[config.mk]
export PLATFORM = sky130hd
export DESIGN_NAME = cfg_access_router
export DESIGN_NICKNAME = d
export VERILOG_FILES = /design/src/rtl/cfg_router_pkg.sv /design/src/rtl/cfg_addr_reg.sv /design/src/rtl/cfg_target_decode.sv /design/src/rtl/cfg_access_router.sv
export SDC_FILE = /design/constraint.sdc
export NUM_CORES = 1
export LEC_CHECK = 0
export BUFFER_PORTS_ARGS = -buffer_cell sky130_fd_sc_hd__buf_4
export CORE_MARGIN = 4
export CORE_UTILIZATION = 35
export DETAILED_ROUTE_END_ITERATION = 10
export HOLD_SLACK_MARGIN = 0.06
export PLACE_DENSITY = 0.65
export SYNTH_ARGS = -nofsm -noshare
export SYNTH_HDL_FRONTEND = slang
export SYNTH_HIERARCHICAL = 1
export SYNTH_SLANG_ARGS = --single-unit
[constraint.sdc]
create_clock -name clk -period 2.7 [get_ports clk]
set_input_delay 0.135 -clock clk [delete_from_list [all_inputs] [get_ports clk]]
set_output_delay 0.135 -clock clk [all_outputs]
set_load 0.02 [all_outputs]
[src/rtl/cfg_router_pkg.sv]
package cfg_router_pkg;
  localparam int DW     = 32;
  localparam int BE_W   = DW / 8;
  localparam int BUS_W  = 8;
  localparam int DEV_W  = 5;
  localparam int FUNC_W = 3;
  localparam int REG_W  = 6;
  localparam int NFUNC  = 1 << FUNC_W;
  localparam int NINT   = 2;

  typedef struct packed {
    logic              en;
    logic [BUS_W-1:0]  bus;
    logic [DEV_W-1:0]  dev;
    logic [FUNC_W-1:0] func;
    logic [REG_W-1:0]  regn;
  } cfg_addr_t;

  typedef enum logic [2:0] {
    TGT_ADDR,
    TGT_ONES,
    TGT_DEV0,
    TGT_DEV1,
    TGT_DOWN
  } tgt_e;

  typedef enum logic [1:0] {
    ST_IDLE,
    ST_RF_ISSUE,
    ST_RF_CAPT,
    ST_DS_WAIT
  } st_e;
endpackage

[src/rtl/cfg_addr_reg.sv]
module cfg_addr_reg
  import cfg_router_pkg::*;
(
  input  logic      clk,
  input  logic      rst,
  input  logic      wr_en,
  input  cfg_addr_t wr_val,
  output cfg_addr_t cur,
  output logic [DW-1:0] rd_view
);
  always_ff @(posedge clk) begin
    if (rst)        cur <= '0;
    else if (wr_en) cur <= wr_val;
  end

  // reserved bits read as zero
  assign rd_view = {cur.en, 7'b0, cur.bus, cur.dev, cur.func, cur.regn, 2'b00};
endmodule

[src/rtl/cfg_target_decode.sv]
module cfg_target_decode
  import cfg_router_pkg::*;
#(
  parameter logic [NINT*NFUNC-1:0] INT_FUNCS = {8'h01, 8'h01}
) (
  input  logic      is_addr,
  input  logic      is_data,
  input  cfg_addr_t a,
  output tgt_e      tgt
);
  logic [NINT-1:0] claim;
  logic [NINT-1:0] impl;

  for (genvar i = 0; i < NINT; i++) begin : g_int
    assign claim[i] = (a.bus == '0) && (a.dev == DEV_W'(i));
    assign impl[i]  = INT_FUNCS[i*NFUNC + int'(a.func)];
  end

  always_comb begin
    tgt = TGT_ONES;
    if (is_addr)                 tgt = TGT_ADDR;
    else if (is_data && a.en) begin
      if (claim[0])              tgt = impl[0] ? TGT_DEV0 : TGT_ONES;
      else if (claim[1])         tgt = impl[1] ? TGT_DEV1 : TGT_ONES;
      else                       tgt = TGT_DOWN;
    end
  end
endmodule

[src/rtl/cfg_access_router.sv]
module cfg_access_router
  import cfg_router_pkg::*;
#(
  parameter int              HAW        = 16,
  parameter logic [HAW-1:0]  ADDR_PORT  = 16'h0CF8,
  parameter logic [HAW-1:0]  DATA_PORT  = 16'h0CFC,
  parameter logic [NFUNC-1:0] DEV0_FUNCS = 8'h01,
  parameter logic [NFUNC-1:0] DEV1_FUNCS = 8'h01
) (
  input  logic              clk,
  input  logic              rst,
  input  logic              hst_req,
  input  logic              hst_we,
  input  logic [HAW-3:0]    hst_dw_addr,
  input  logic [BE_W-1:0]   hst_be,
  input  logic [DW-1:0]     hst_wdata,
  output logic              hst_ack,
  output logic [DW-1:0]     hst_rdata,
  output logic              rf0_req,
  output logic              rf1_req,
  output logic              rf_we,
  output logic [FUNC_W-1:0] rf_func,
  output logic [REG_W-1:0]  rf_reg,
  output logic [BE_W-1:0]   rf_be,
  output logic [DW-1:0]     rf_wdata,
  input  logic [DW-1:0]     rf0_rdata,
  input  logic [DW-1:0]     rf1_rdata,
  output logic              ds_req,
  output logic              ds_we,
  output logic              ds_type1,
  output logic [BUS_W-1:0]  ds_bus,
  output logic [DEV_W-1:0]  ds_dev,
  output logic [FUNC_W-1:0] ds_func,
  output logic [REG_W-1:0]  ds_reg,
  output logic [BE_W-1:0]   ds_be,
  output logic [DW-1:0]     ds_wdata,
  input  logic              ds_ack,
  input  logic [DW-1:0]     ds_rdata
);
  localparam logic [HAW-3:0] ADDR_DW = ADDR_PORT[HAW-1:2];
  localparam logic [HAW-3:0] DATA_DW = DATA_PORT[HAW-1:2];
  localparam logic [DW-1:0]  ONES    = '1;

  st_e       st;
  cfg_addr_t cur;
  logic [DW-1:0] addr_view;
  tgt_e      tgt;
  logic      sel1;
  logic      is_addr, is_data, addr_wr;

  assign is_addr = (hst_dw_addr == ADDR_DW);
  assign is_data = (hst_dw_addr == DATA_DW);
  assign addr_wr = hst_req && (st == ST_IDLE) && is_addr && hst_we && (&hst_be);

  cfg_addr_reg u_addr (
    .clk     (clk),
    .rst     (rst),
    .wr_en   (addr_wr),
    .wr_val  ({hst_wdata[31], hst_wdata[23:2]}),
    .cur     (cur),
    .rd_view (addr_view)
  );

  cfg_target_decode #(.INT_FUNCS({DEV1_FUNCS, DEV0_FUNCS})) u_dec (
    .is_addr (is_addr),
    .is_data (is_data),
    .a       (cur),
    .tgt     (tgt)
  );

  always_ff @(posedge clk) begin
    if (rst) begin
      st <= ST_IDLE;   sel1 <= 1'b0;
      hst_ack <= 1'b0; hst_rdata <= '0;
      rf0_req <= 1'b0; rf1_req <= 1'b0; rf_we <= 1'b0;
      rf_func <= '0;   rf_reg <= '0;    rf_be <= '0; rf_wdata <= '0;
      ds_req <= 1'b0;  ds_we <= 1'b0;   ds_type1 <= 1'b0;
      ds_bus <= '0;    ds_dev <= '0;    ds_func <= '0; ds_reg <= '0;
      ds_be <= '0;     ds_wdata <= '0;
    end else begin
      hst_ack <= 1'b0;
      rf0_req <= 1'b0;
      rf1_req <= 1'b0;
      case (st)
        ST_IDLE: if (hst_req) begin
          case (tgt)
            TGT_ADDR: begin
              hst_ack   <= 1'b1;
              hst_rdata <= hst_we ? '0 : addr_view;
            end
            TGT_DEV0, TGT_DEV1: begin
              rf0_req  <= (tgt == TGT_DEV0);
              rf1_req  <= (tgt == TGT_DEV1);
              sel1     <= (tgt == TGT_DEV1);
              rf_we    <= hst_we;
              rf_func  <= cur.func;
              rf_reg   <= cur.regn;
              rf_be    <= hst_be;
              rf_wdata <= hst_wdata;
              st       <= ST_RF_ISSUE;
            end
            TGT_DOWN: begin
              ds_req   <= 1'b1;
              ds_we    <= hst_we;
              ds_type1 <= (cur.bus != '0);
              ds_bus   <= cur.bus;
              ds_dev   <= cur.dev;
              ds_func  <= cur.func;
              ds_reg   <= cur.regn;
              ds_be    <= hst_be;
              ds_wdata <= hst_wdata;
              st       <= ST_DS_WAIT;
            end
            default: begin
              hst_ack   <= 1'b1;
              hst_rdata <= hst_we ? '0 : ONES;
            end
          endcase
        end
        ST_RF_ISSUE: st <= ST_RF_CAPT;
        ST_RF_CAPT: begin
          hst_ack   <= 1'b1;
          hst_rdata <= rf_we ? '0 : (sel1 ? rf1_rdata : rf0_rdata);
          st        <= ST_IDLE;
        end
        ST_DS_WAIT: if (ds_ack) begin
          ds_req    <= 1'b0;
          hst_ack   <= 1'b1;
          hst_rdata <= ds_we ? '0 : ds_rdata;
          st        <= ST_IDLE;
        end
        default: st <= ST_IDLE;
      endcase
    end
  end

  // a partial write to the address port leaves the register alone
  p_partial_hold_r1: assert property (@(posedge clk) disable iff (rst)
    (hst_req && is_addr && hst_we && !(&hst_be)) |=> $stable(cur));

  // disabled data-port access raises no target request
  p_disabled_quiet_r3: assert property (@(posedge clk) disable iff (rst)
    (hst_req && st == ST_IDLE && is_data && !cur.en) |=> !(rf0_req || rf1_req || ds_req));

  // internal strobes only for implemented functions
  p_impl_func_r6: assert property (@(posedge clk) disable iff (rst)
    (rf0_req |-> DEV0_FUNCS[rf_func]) and (rf1_req |-> DEV1_FUNCS[rf_func]));

  // internal devices on bus 0 are never forwarded
  p_no_int_fwd_r7: assert property (@(posedge clk) disable iff (rst)
    (ds_req && ds_bus == '0) |-> (ds_dev > DEV_W'(1)));

  // forwarded request held stable until acknowledged
  p_ds_hold_r8: assert property (@(posedge clk) disable iff (rst)
    (ds_req && !ds_ack) |=> ds_req && $stable({ds_we, ds_bus, ds_dev, ds_func, ds_reg, ds_be, ds_wdata}));

  // single target, single-cycle acknowledge
  p_one_target_r9: assert property (@(posedge clk) disable iff (rst)
    $onehot0({rf0_req, rf1_req, ds_req}));
  p_ack_pulse_r9: assert property (@(posedge clk) disable iff (rst)
    hst_ack |=> !hst_ack);
endmodule

==> results of run 1 <==
==> power groups by stage <==
stage	clock network (mW)	registers [mW]	logic [mW]
2_1_floorplan	0	2.63	0.137
3_3_place_gp	0	2.58	0.450
3_5_place_dp	0	2.59	0.454
4_1_cts	2.54	2.53	0.499
5_1_grt	2.66	2.53	0.540
6_report	2.49	2.53	0.506
==> what timing repair did <==
action,in CTS,in global routing
cloned,0,2
pin swaps,0,2
hold buffers,38,0
buffers inserted,0,2
gates resized for setup,1,6
hold endpoints to repair,99,0
endpoints found under the setup margin,4,81
==> cells by family after synthesis <==
| family | count (synthesis) | share of synthesized area [%] |
|---|---|---|
| buffers and inverters | 102 | 8.82 |
| AOI/OAI and AO/OA | 209 | 17.5 |
| other | 1 | 0.0522 |
| and+or+nand+nor | 343 | 19.1 |
| DFF | 168 | 46.8 |
| muxes | 55 | 7.67 |
==> cell type report <==
cell class,instances,area [sq um]
Fill cell,1913,9670
Sequential cell,168,3360
Multi-Input combinational cell,616,3280
Timing Repair Buffer,370,2980
Clock buffer,21,460
Tap cell,270,338
Clock inverter,11,136
Inverter,2,7.51
==> worst max-delay path, stage by stage, from the launching register on <==
cell and delay [ns]:
dfxtp_1 0.36, nor4_1 0.31, nand3_1 0.11, buf_4 0.17
a311oi_4 0.30, nor3b_1 0.09, buf_4 0.17, o32ai_4 0.34
clkbuf_16 0.27, nor2_1 0.05, a311oi_1 0.25
==> cell usage in the layout, fill, tap and decap left out, types with 2 or more instances in the layout <==
master / synthesis / routed
a21oi_1: 140 / 140
a311oi_1: 24 / 23
a311oi_2: 11 / 11
and2_2: 0 / 2
buf_12: 2 / 6
buf_4: 42 / 322
buf_6: 5 / 3
bufinv_16: 0 / 2
clkbuf_1: 33 / 2
clkbuf_16: 0 / 18
clkbuf_8: 0 / 2
clkinv_4: 0 / 2
conb_1: 1 / 9
dfxtp_1: 168 / 167
dlygate4sd3_1: 0 / 38
inv_1: 2 / 2
inv_6: 0 / 4
mux2i_1: 55 / 55
nand2_1: 217 / 215
nand2_2: 0 / 2
nand3_1: 2 / 2
nand4_1: 2 / 2
nor2_1: 95 / 93
nor2_2: 0 / 2
nor2b_1: 3 / 2
nor3_1: 4 / 3
nor3b_1: 5 / 5
nor4_1: 6 / 4
o21ai_0: 32 / 32
or3_1: 3 / 3
==> stage by stage <==
| step | setup TNS, ns | instances | utilization (%) |
|---|---|---|---|
| 4_1_cts | 0 | 1454 | 51.8 |
| 3_5_place_dp | -0.00166 | 1384 | 47.0 |
| 6_report | 0 | 1458 | 52.2 |
| 3_3_place_gp | 0 | 1384 | 47.0 |
| 5_1_grt | 0 | 1458 | 52.2 |
| 2_1_floorplan | 0 | 886 | - |
==> layer usage <==
metal	GRT usage [%]	wire, microns	vias to the layer above
met5	0	0	-
met3	5.63	1920	28
met2	33.1	11600	238
li1	-	-	3520
met1	25.7	10700	3274
met4	6.30	509	0
==> worst paths after layout <==
kind / start / to / slack (ns) / cells past startpoint
worst max register to register: u_addr/cur[16] / hst_rdata[26] / 0.18 / 10
worst min register to register: rf_func[1] / rf_func[1] / 0.45 / 2
worst min-delay path: ds_rdata[20] / hst_rdata[20] / 0.07 / 3
worst max-delay path: u_addr/cur[16] / hst_rdata[26] / 0.18 / 10
==> impl_metrics.csv, run 1 <==
group,metric,value,unit
outcome,status,"completed",
synthesis,syn_inst,878,
layout,antenna_cells,0,
synthesis,synth-warning-count,6,
clock_tree,cts_max_level,4,
worst_setup_path,startpoint_type,"flip-flop",
drt,vias,7060,
worst_setup_path,arrival,2.85,ns
synthesis,avgSynthCellArea,8.18,sq um
sta,skew,0.0114,ns
worst_hold_path,hp-class,"primary input to flip-flop",
power_and_ir_drop,fin_total_pwr,5.53,mW
synthesis,syn-cell-area,7180,sq um
floorplan,rows,52,
power_and_ir_drop,seqPwrFrac,45.8,%
floorplan,ioPinCount,293,
synthesis,synth_seq_area_share,46.8,%
power_and_ir_drop,sw_frac_of_total,23.7,%
sta,rsz0062_at_grt,"false",
floorplan,core_area,20200,sq um
layout,final_net_count,1326,
clock_tree,clock_latency,0.43,ns
power_and_ir_drop,p_switching,1.31,mW
synthesis,yosysTopAreaCell,"dfxtp_1",
place,port_buffers,292,
power_and_ir_drop,p_clk_share,45.1,%
drt,wl_per_cell,17.0,microns
sta,hold_ws,0.0738,ns
clock_tree,cts_made_buffers,17,
layout,layout-drive-gt1-share,32.5,%
drt,drt_iter0_markers,410,
sta,slew_viol_final,0,
layout,finalInstanceArea,10600,sq um
grt,grt_overflow_total,0,
clock_tree,clkTransAtPathRegs,0.07,ns
place,hpwl,17500,microns
synthesis,async_flop_share,0,%
power_and_ir_drop,peakVddDrop,0.429,mV
clock_tree,clock_path_buffers,2,
synthesis,yosysMostFrequentCell,"nand2_1",
clock_tree,cts_tree,"built",
grt,grt_pass1_wl,36000,microns
power_and_ir_drop,p_leak,4.21,nW
power_and_ir_drop,comb_power_share,9.1,%
place,place_ws,-0.00128,ns
drt,route.detailed.drc,0,
clock_tree,clock_sinks,168,
sta,fmax,397,MHz
grt,antenna_found_initial,0,
sta,tightest_slew,0.768,ns
drt,drtPass1Iterations,4,
layout,syn_to_final_growth,47.2,%
floorplan,dieArea,22900,sq um
synthesis,yosys-top-cells-area,"dfxtp_1, nand2_1, a21oi_1, mux2i_1, nor2_1",
floorplan,die_h,151,microns
sta,setup_violations,0,
grt,grt_max_degree,69,
worst_setup_path,cp_max_fo,17,
sta,fin_crit,2.52,ns
place,place_congestion,0.797,
drt,vias_per_cell,4.84,
floorplan,initial_core_util,35.5,%
grt,grt_use_total,20.2,%
worst_setup_path,critPathKind,"flip-flop to flip-flop",
sta,hold_violations,0,
layout,top_regs,"ds_wdata x32, hst_rdata x32, rf_wdata x32",
power_and_ir_drop,p_int,4.22,mW
synthesis,synth_enable_flop_cells,0,
synthesis,synthFlopType,"dfxtp_1",
worst_setup_path,cp.required,3.03,ns
sta,setup_ws,0.181,ns
synthesis,ys_ff_latch,168,
clock_tree,root_buffer,"clkbuf_16",
synthesis,yosysUniqueCellTypes,29,
sta,relSlewSlack,48.8,%
sta,fin_crit_sh,93.3,%
synthesis,synth_top_area_share,46.8,%
power_and_ir_drop,power.density,523,nW/um^2
grt,grt_pass1_vias,6653,
job,cap_violations,0,
synthesis,synthTopCellsByCount,"nand2_1, dfxtp_1, a21oi_1",
drt,wirelength,24800,microns
worst_setup_path,crit_path_end_kind,"flip-flop",
drt,ant_nets,0,
place,place_area,9510,sq um
floorplan,die_x,151,microns
No activity file was read; power rests on OpenSTA's default activity.
==> run 2: changes to the inputs <==
--- a/config.mk
+++ b/config.mk
@@ -8,9 +8,12 @@
 export BUFFER_PORTS_ARGS = -buffer_cell sky130_fd_sc_hd__buf_4
 export CORE_MARGIN = 4
 export CORE_UTILIZATION = 35
+export CTS_BUF_LIST = sky130_fd_sc_hd__clkbuf_4
+export CTS_CLUSTER_SIZE = 12
 export DETAILED_ROUTE_END_ITERATION = 10
 export HOLD_SLACK_MARGIN = 0.06
 export PLACE_DENSITY = 0.65
+export SETUP_SLACK_MARGIN = 0.4
 export SYNTH_ARGS = -nofsm -noshare
 export SYNTH_HDL_FRONTEND = slang
 export SYNTH_HIERARCHICAL = 1
==> run 2 against run 1 <==
Net effect: sequential cell count unchanged; first-iteration DRC count down 5.6%; hold slack better by 0.026 ns; non-clock buffer count increased by 52; register-to-register slack improved by 0.09 ns; global-route usage is 1.3 points higher; critical endpoint is now hst_rdata[23].
==> impl_metrics.csv, run 2 (same netlist as run 1, synthesis figures left out) <==
group,metric,value,unit
worst_setup_path,startpoint_type,"flip-flop",
floorplan,initial_core_util,35.5,%
sta,tns,0,ns
grt,grt_max_degree,69,
layout,top_regs,"ds_wdata x32, hst_rdata x32, rf_wdata x32",
floorplan,die_h,151,microns
place,hpwl,17500,microns
drt,wirelength,26200,microns
worst_setup_path,cp_slowest_cell,"or3_1",
layout,syn_to_final_growth,53.7,%
layout,final_net_count,1378,
sta,hold_violations,0,
floorplan,ioPinCount,293,
worst_setup_path,arrival,2.89,ns
clock_tree,clock_path_buffers,2,
power_and_ir_drop,peakVddDrop,0.271,mV
drt,wl_per_cell,17.3,microns
drt,vias_per_cell,4.87,
worst_setup_path,cp_cell_sequence,"or3_1, nor4_4, buf_4, nor2b_4, o32ai_4, buf_6, buf_6, clkbuf_16, a311oi_1",
job,cap_violations,0,
place,place_congestion,0.797,
worst_setup_path,regToRegSetupSlack,0.27,ns
worst_setup_path,worstRegToRegCells,9,
clock_tree,root_buffer,"clkbuf_4",
worst_setup_path,max_stage_delay,0.45,ns
floorplan,rows,52,
sta,skew,0.0192,ns
grt,grt_use_total,21.4,%
sta,fmax,411,MHz
sta,setup_violations,0,
clock_tree,cts_made_buffers,17,
floorplan,dieArea,22900,sq um
worst_setup_path,crit_path_end_kind,"flip-flop",
place,place_ws,-0.00128,ns
drt,vias,7357,
grt,grt_pass1_vias,7031,
clock_tree,cts_max_level,4,
drt,ant_nets,0,
layout,fin_util,54.5,%
worst_setup_path,cp_max_fo,8,
drt,route.detailed.drc,0,
sta,setup_ws,0.267,ns
sta,fin_crit_sh,90.1,%
layout,layout_common_cells,"buf_4, nand2_1, dfxtp_1, a21oi_1, nor2_1",
clock_tree,clkTransAtPathRegs,0.14,ns
worst_setup_path,path_delay_family,"simple AND/OR/NAND/NOR gates",
sta,rsz0062_at_grt,"true",
sta,relSlewSlack,47.2,%
power_and_ir_drop,power.density,423,nW/um^2
drt,drtPass1Iterations,5,
clock_tree,clock_sinks,168,
sta,fin_crit,2.43,ns
place,port_buffers,292,
grt,grt_pass1_wl,38200,microns
layout,layout-drive-gt1-share,34.5,%
sta,slew_viol_final,0,
layout,final_common_cell,"buf_4",
worst_hold_path,hp-class,"primary input to flip-flop",
outcome,status,"completed",
floorplan,die_x,151,microns
power_and_ir_drop,p_leak,4.38,nW
worst_setup_path,crit_buf_inv,4,
sta,tightest_slew,0.792,ns
worst_setup_path,crit_cells,9,
clock_tree,clock_latency,0.56,ns
worst_setup_path,cp_common_cell,"buf_6",
clock_tree,cts_tree,"built",
worst_hold_path,whs_path_depth,5,
floorplan,core_area,20200,sq um
worst_setup_path,critPathKind,"flip-flop to flip-flop",
worst_setup_path,cp.required,3.16,ns
grt,antenna_found_initial,1,
grt,grt_overflow_total,0,
drt,drt_iter0_markers,387,
[run 2: repair_timing]
action	4_1_cts	5_1_grt
endpoints found under the setup margin	143	133
gates cloned	4	1
endpoints found under the hold margin	145	4
hold buffers	75	5
setup buffers	7	2
pin swaps	8	12
gates resized for setup	25	35
[run 2: final timing paths]
kind | from | end
setup / recovery | u_addr/cur[8] | hst_rdata[23]
hold / removal | rf0_rdata[19] | hst_rdata[19]
setup reg to reg | u_addr/cur[8] | hst_rdata[23]
hold reg to reg | rf_func[1] | rf_func[1]
[run 2: cell type report]
class,count,area [sq um]
Fill cell,1881,9200
Timing Repair Buffer,422,3610
Multi-Input combinational cell,616,3430
Sequential cell,168,3370
Tap cell,270,338
Clock inverter,13,144
Clock buffer,19,143
Inverter,2,7.51
Antenna cell,1,2.50
[run 2: worst min-delay path: stages]
cell,delay [ns]
buf_4,0.08
mux2i_1,0.05
nor2_1,0.09
a21oi_1,0.06
a311oi_2,0.21
[run 2: metal layers]
| metal | GRT usage, % | share of wire [%] |
|---|---|---|
| met3 | 5.57 | 7.4 |
| met4 | 6.35 | 2.4 |
| met1 | 27.2 | 42 |
| met5 | 0 | 0 |
| met2 | 35.8 | 48 |
[run 2: per-stage QoR]
step | instances | area, sq um | total power, mW | hold WS [ns]
global route | 1511 | 11000 | 4.87 | 0.0632
floorplan | 886 | 7210 | 2.76 | 0.207
global placement | 1384 | 9510 | 3.03 | 0.357
detailed placement | 1384 | 9510 | 3.04 | 0.361
finish | 1511 | 11000 | 4.67 | 0.0998
CTS | 1502 | 10800 | 4.68 | 0.0615
[run 2: power by group]
| group | total (mW) | leakage, nW | switching [mW] | internal [mW] |
|---|---|---|---|---|
| clock network | 1.52 | 0.155 | 0.935 | 0.584 |
| registers | 2.54 | 1.36 | 0.0221 | 2.51 |
| logic | 0.612 | 2.86 | 0.266 | 0.346 |
==> run 3: changes to the inputs <==
--- a/config.mk
+++ b/config.mk
@@ -6,6 +6,7 @@
 export NUM_CORES = 1
 export LEC_CHECK = 0
 export BUFFER_PORTS_ARGS = -buffer_cell sky130_fd_sc_hd__buf_4
+export CORE_ASPECT_RATIO = 0.8
 export CORE_MARGIN = 4
 export CORE_UTILIZATION = 35
 export CTS_BUF_LIST = sky130_fd_sc_hd__clkbuf_4
==> run 3 against run 2 <==
Net effect: critical path depth rose by 2; sequential share of layout area decreased by 1.7 points; worst setup slack worse by 0.054 ns; combinational power is 8.7% higher; design area rose by 6.1%; clock-buffer cell count unchanged; global-route usage rose by 0.89 points; maximum frequency is 2.2% lower; clock skew up 0.010 ns; critical path type unchanged; critical endpoint is now hst_rdata[4].
==> impl_metrics.csv, run 3 (same netlist as run 1, synthesis figures left out) <==
group,metric,value,unit
floorplan,initial_core_util,36.0,%
sta,hold_violations,0,
layout,layout-drive-gt1-share,35.3,%
drt,wirelength,28100,microns
clock_tree,cts_tree,"built",
layout,layout.cells.non_filler,1550,
power_and_ir_drop,power.density,403,nW/um^2
grt,grt_pass1_wl,40500,microns
grt,grt_pass1_vias,7360,
clock_tree,cts_max_level,4,
place,place_congestion,0.786,
sta,fin_crit,2.49,ns
clock_tree,cts_made_buffers,17,
sta,relSlewSlack,24.7,%
layout,top_regs,"ds_wdata x32, hst_rdata x32, rf_wdata x32",
drt,wl_per_cell,18.1,microns
sta,tns,0,ns
floorplan,dieArea,22900,sq um
drt,ant_nets,0,
layout,layout_common_cells,"buf_4, nand2_1, dfxtp_1, a21oi_1, dlygate4sd3_1",
grt,grt_overflow_total,0,
sta,fmax,402,MHz
floorplan,rows,46,
sta,setup_violations,0,
sta,fin_crit_sh,92.1,%
floorplan,core_area,20000,sq um
sta,slew_viol_final,0,
drt,vias,7703,
worst_setup_path,max_stage_delay,0.40,ns
grt,grt_use_total,22.3,%
layout,multiInputGateArea,3470,sq um
drt,route.detailed.drc,0,
worst_setup_path,critPathKind,"flip-flop to flip-flop",
layout,final_common_cell,"buf_4",
drt,drtPass1Iterations,5,
place,place_area,9470,sq um
floorplan,ioPinCount,293,
layout,seq_area,3380,sq um
drt,drt_iter0_markers,488,
place,place_ws,0.0168,ns
sta,setup_ws,0.214,ns
layout,final_net_count,1423,
floorplan,die_x,168,microns
floorplan,die_h,136,microns
worst_setup_path,arrival,2.96,ns
worst_setup_path,cp_cell_sequence,"nor4_2, nand3_2, a311oi_2, nor3b_2, buf_4, o32ai_4, buf_4, buf_6, buf_16, nor2_4, a311oi_2",
grt,grt_max_degree,69,
drt,vias_per_cell,4.97,
sta,rsz0062_at_grt,"true",
power_and_ir_drop,fin_total_pwr,4.72,mW
worst_setup_path,cp_slowest_cell,"a311oi_2",
clock_tree,clock_sinks,168,
clock_tree,clkTransAtPathRegs,0.15,ns
place,hpwl,17100,microns
layout,syn_to_final_growth,63.1,%
layout,finalInstanceArea,11700,sq um
worst_setup_path,startpoint_type,"flip-flop",
job,cap_violations,0,
place,port_buffers,292,
clock_tree,clock_path_buffers,2,
worst_hold_path,hp-class,"primary input to flip-flop",
layout,fillers,1778,
grt,antenna_found_initial,1,
place,dp_cells,1374,
worst_setup_path,cp.required,3.17,ns
sta,tightest_slew,1.13,ns
sta,skew,0.0291,ns
clock_tree,clock_latency,0.56,ns
outcome,status,"completed",
power_and_ir_drop,p_leak,4.69,nW
clock_tree,root_buffer,"clkbuf_4",
worst_setup_path,cp_max_fo,8,
worst_setup_path,crit_path_end_kind,"flip-flop",
power_and_ir_drop,peakVddDrop,0.282,mV
-- run 3: timing repair --
| item | CTS | global route |
|---|---|---|
| pin swaps | 22 | 20 |
| resized for setup | 35 | 46 |
| hold buffers | 110 | 0 |
| hold endpoints to repair | 148 | 0 |
| buffers inserted | 9 | 5 |
| gates cloned | 6 | 13 |
| setup endpoints to repair | 138 | 118 |
-- run 3: final cells by class --
class / count / area share [%]
Inverter: 2 / 0.0641
Timing Repair Buffer: 466 / 36.2
Clock buffer: 19 / 1.22
Tap cell: 264 / 2.82
Multi-Input combinational cell: 617 / 29.7
Sequential cell: 168 / 28.8
Clock inverter: 13 / 1.23
Antenna cell: 1 / 0.0214
-- run 3: metrics by stage --
stage / utilization [%] / hold WS (ns)
2_1_floorplan: - / 0.207
3_3_place_gp: 47.4 / 0.362
4_1_cts: 56.2 / 0.0603
6_report: 58.6 / 0.122
5_1_grt: 58.6 / 0.0890
3_5_place_dp: 47.4 / 0.364
-- run 3: final timing paths --
check / to / cells past startpoint / from / slack (ns)
worst max-delay path: hst_rdata[4] / 11 / u_addr/cur[10] / 0.21
worst min-delay path: hst_rdata[31] / 5 / rf1_rdata[31] / 0.12
worst max register to register: hst_rdata[4] / 11 / u_addr/cur[10] / 0.21
worst min register to register: ds_func[1] / 2 / ds_func[1] / 0.46
-- run 3: critical path, delay by kind of cell, from the launching register on --
kind / cells / cell delay, ns
AOI/OAI and AO/OA: 3 / 0.86
and+or+nand+nor: 4 / 0.60
buffers and inverters: 4 / 0.58
DFF: 1 / 0.37
-- run 3: routing by layer --
layer,vias to the layer above,wire (microns),global-route usage (%)
li1,3735,-,-
met4,0,599,7.39
met1,3639,11900,27.4
met2,288,13500,37.6
met3,41,2170,6.80
met5,-,0,0
-- run 3: power by group --
part           switching [mW]  total [mW]  leakage [nW]  internal (mW)
registers              0.0244        2.54          1.36           2.51
clock network           0.934        1.52         0.153          0.582
logic                   0.279       0.665          3.17          0.387
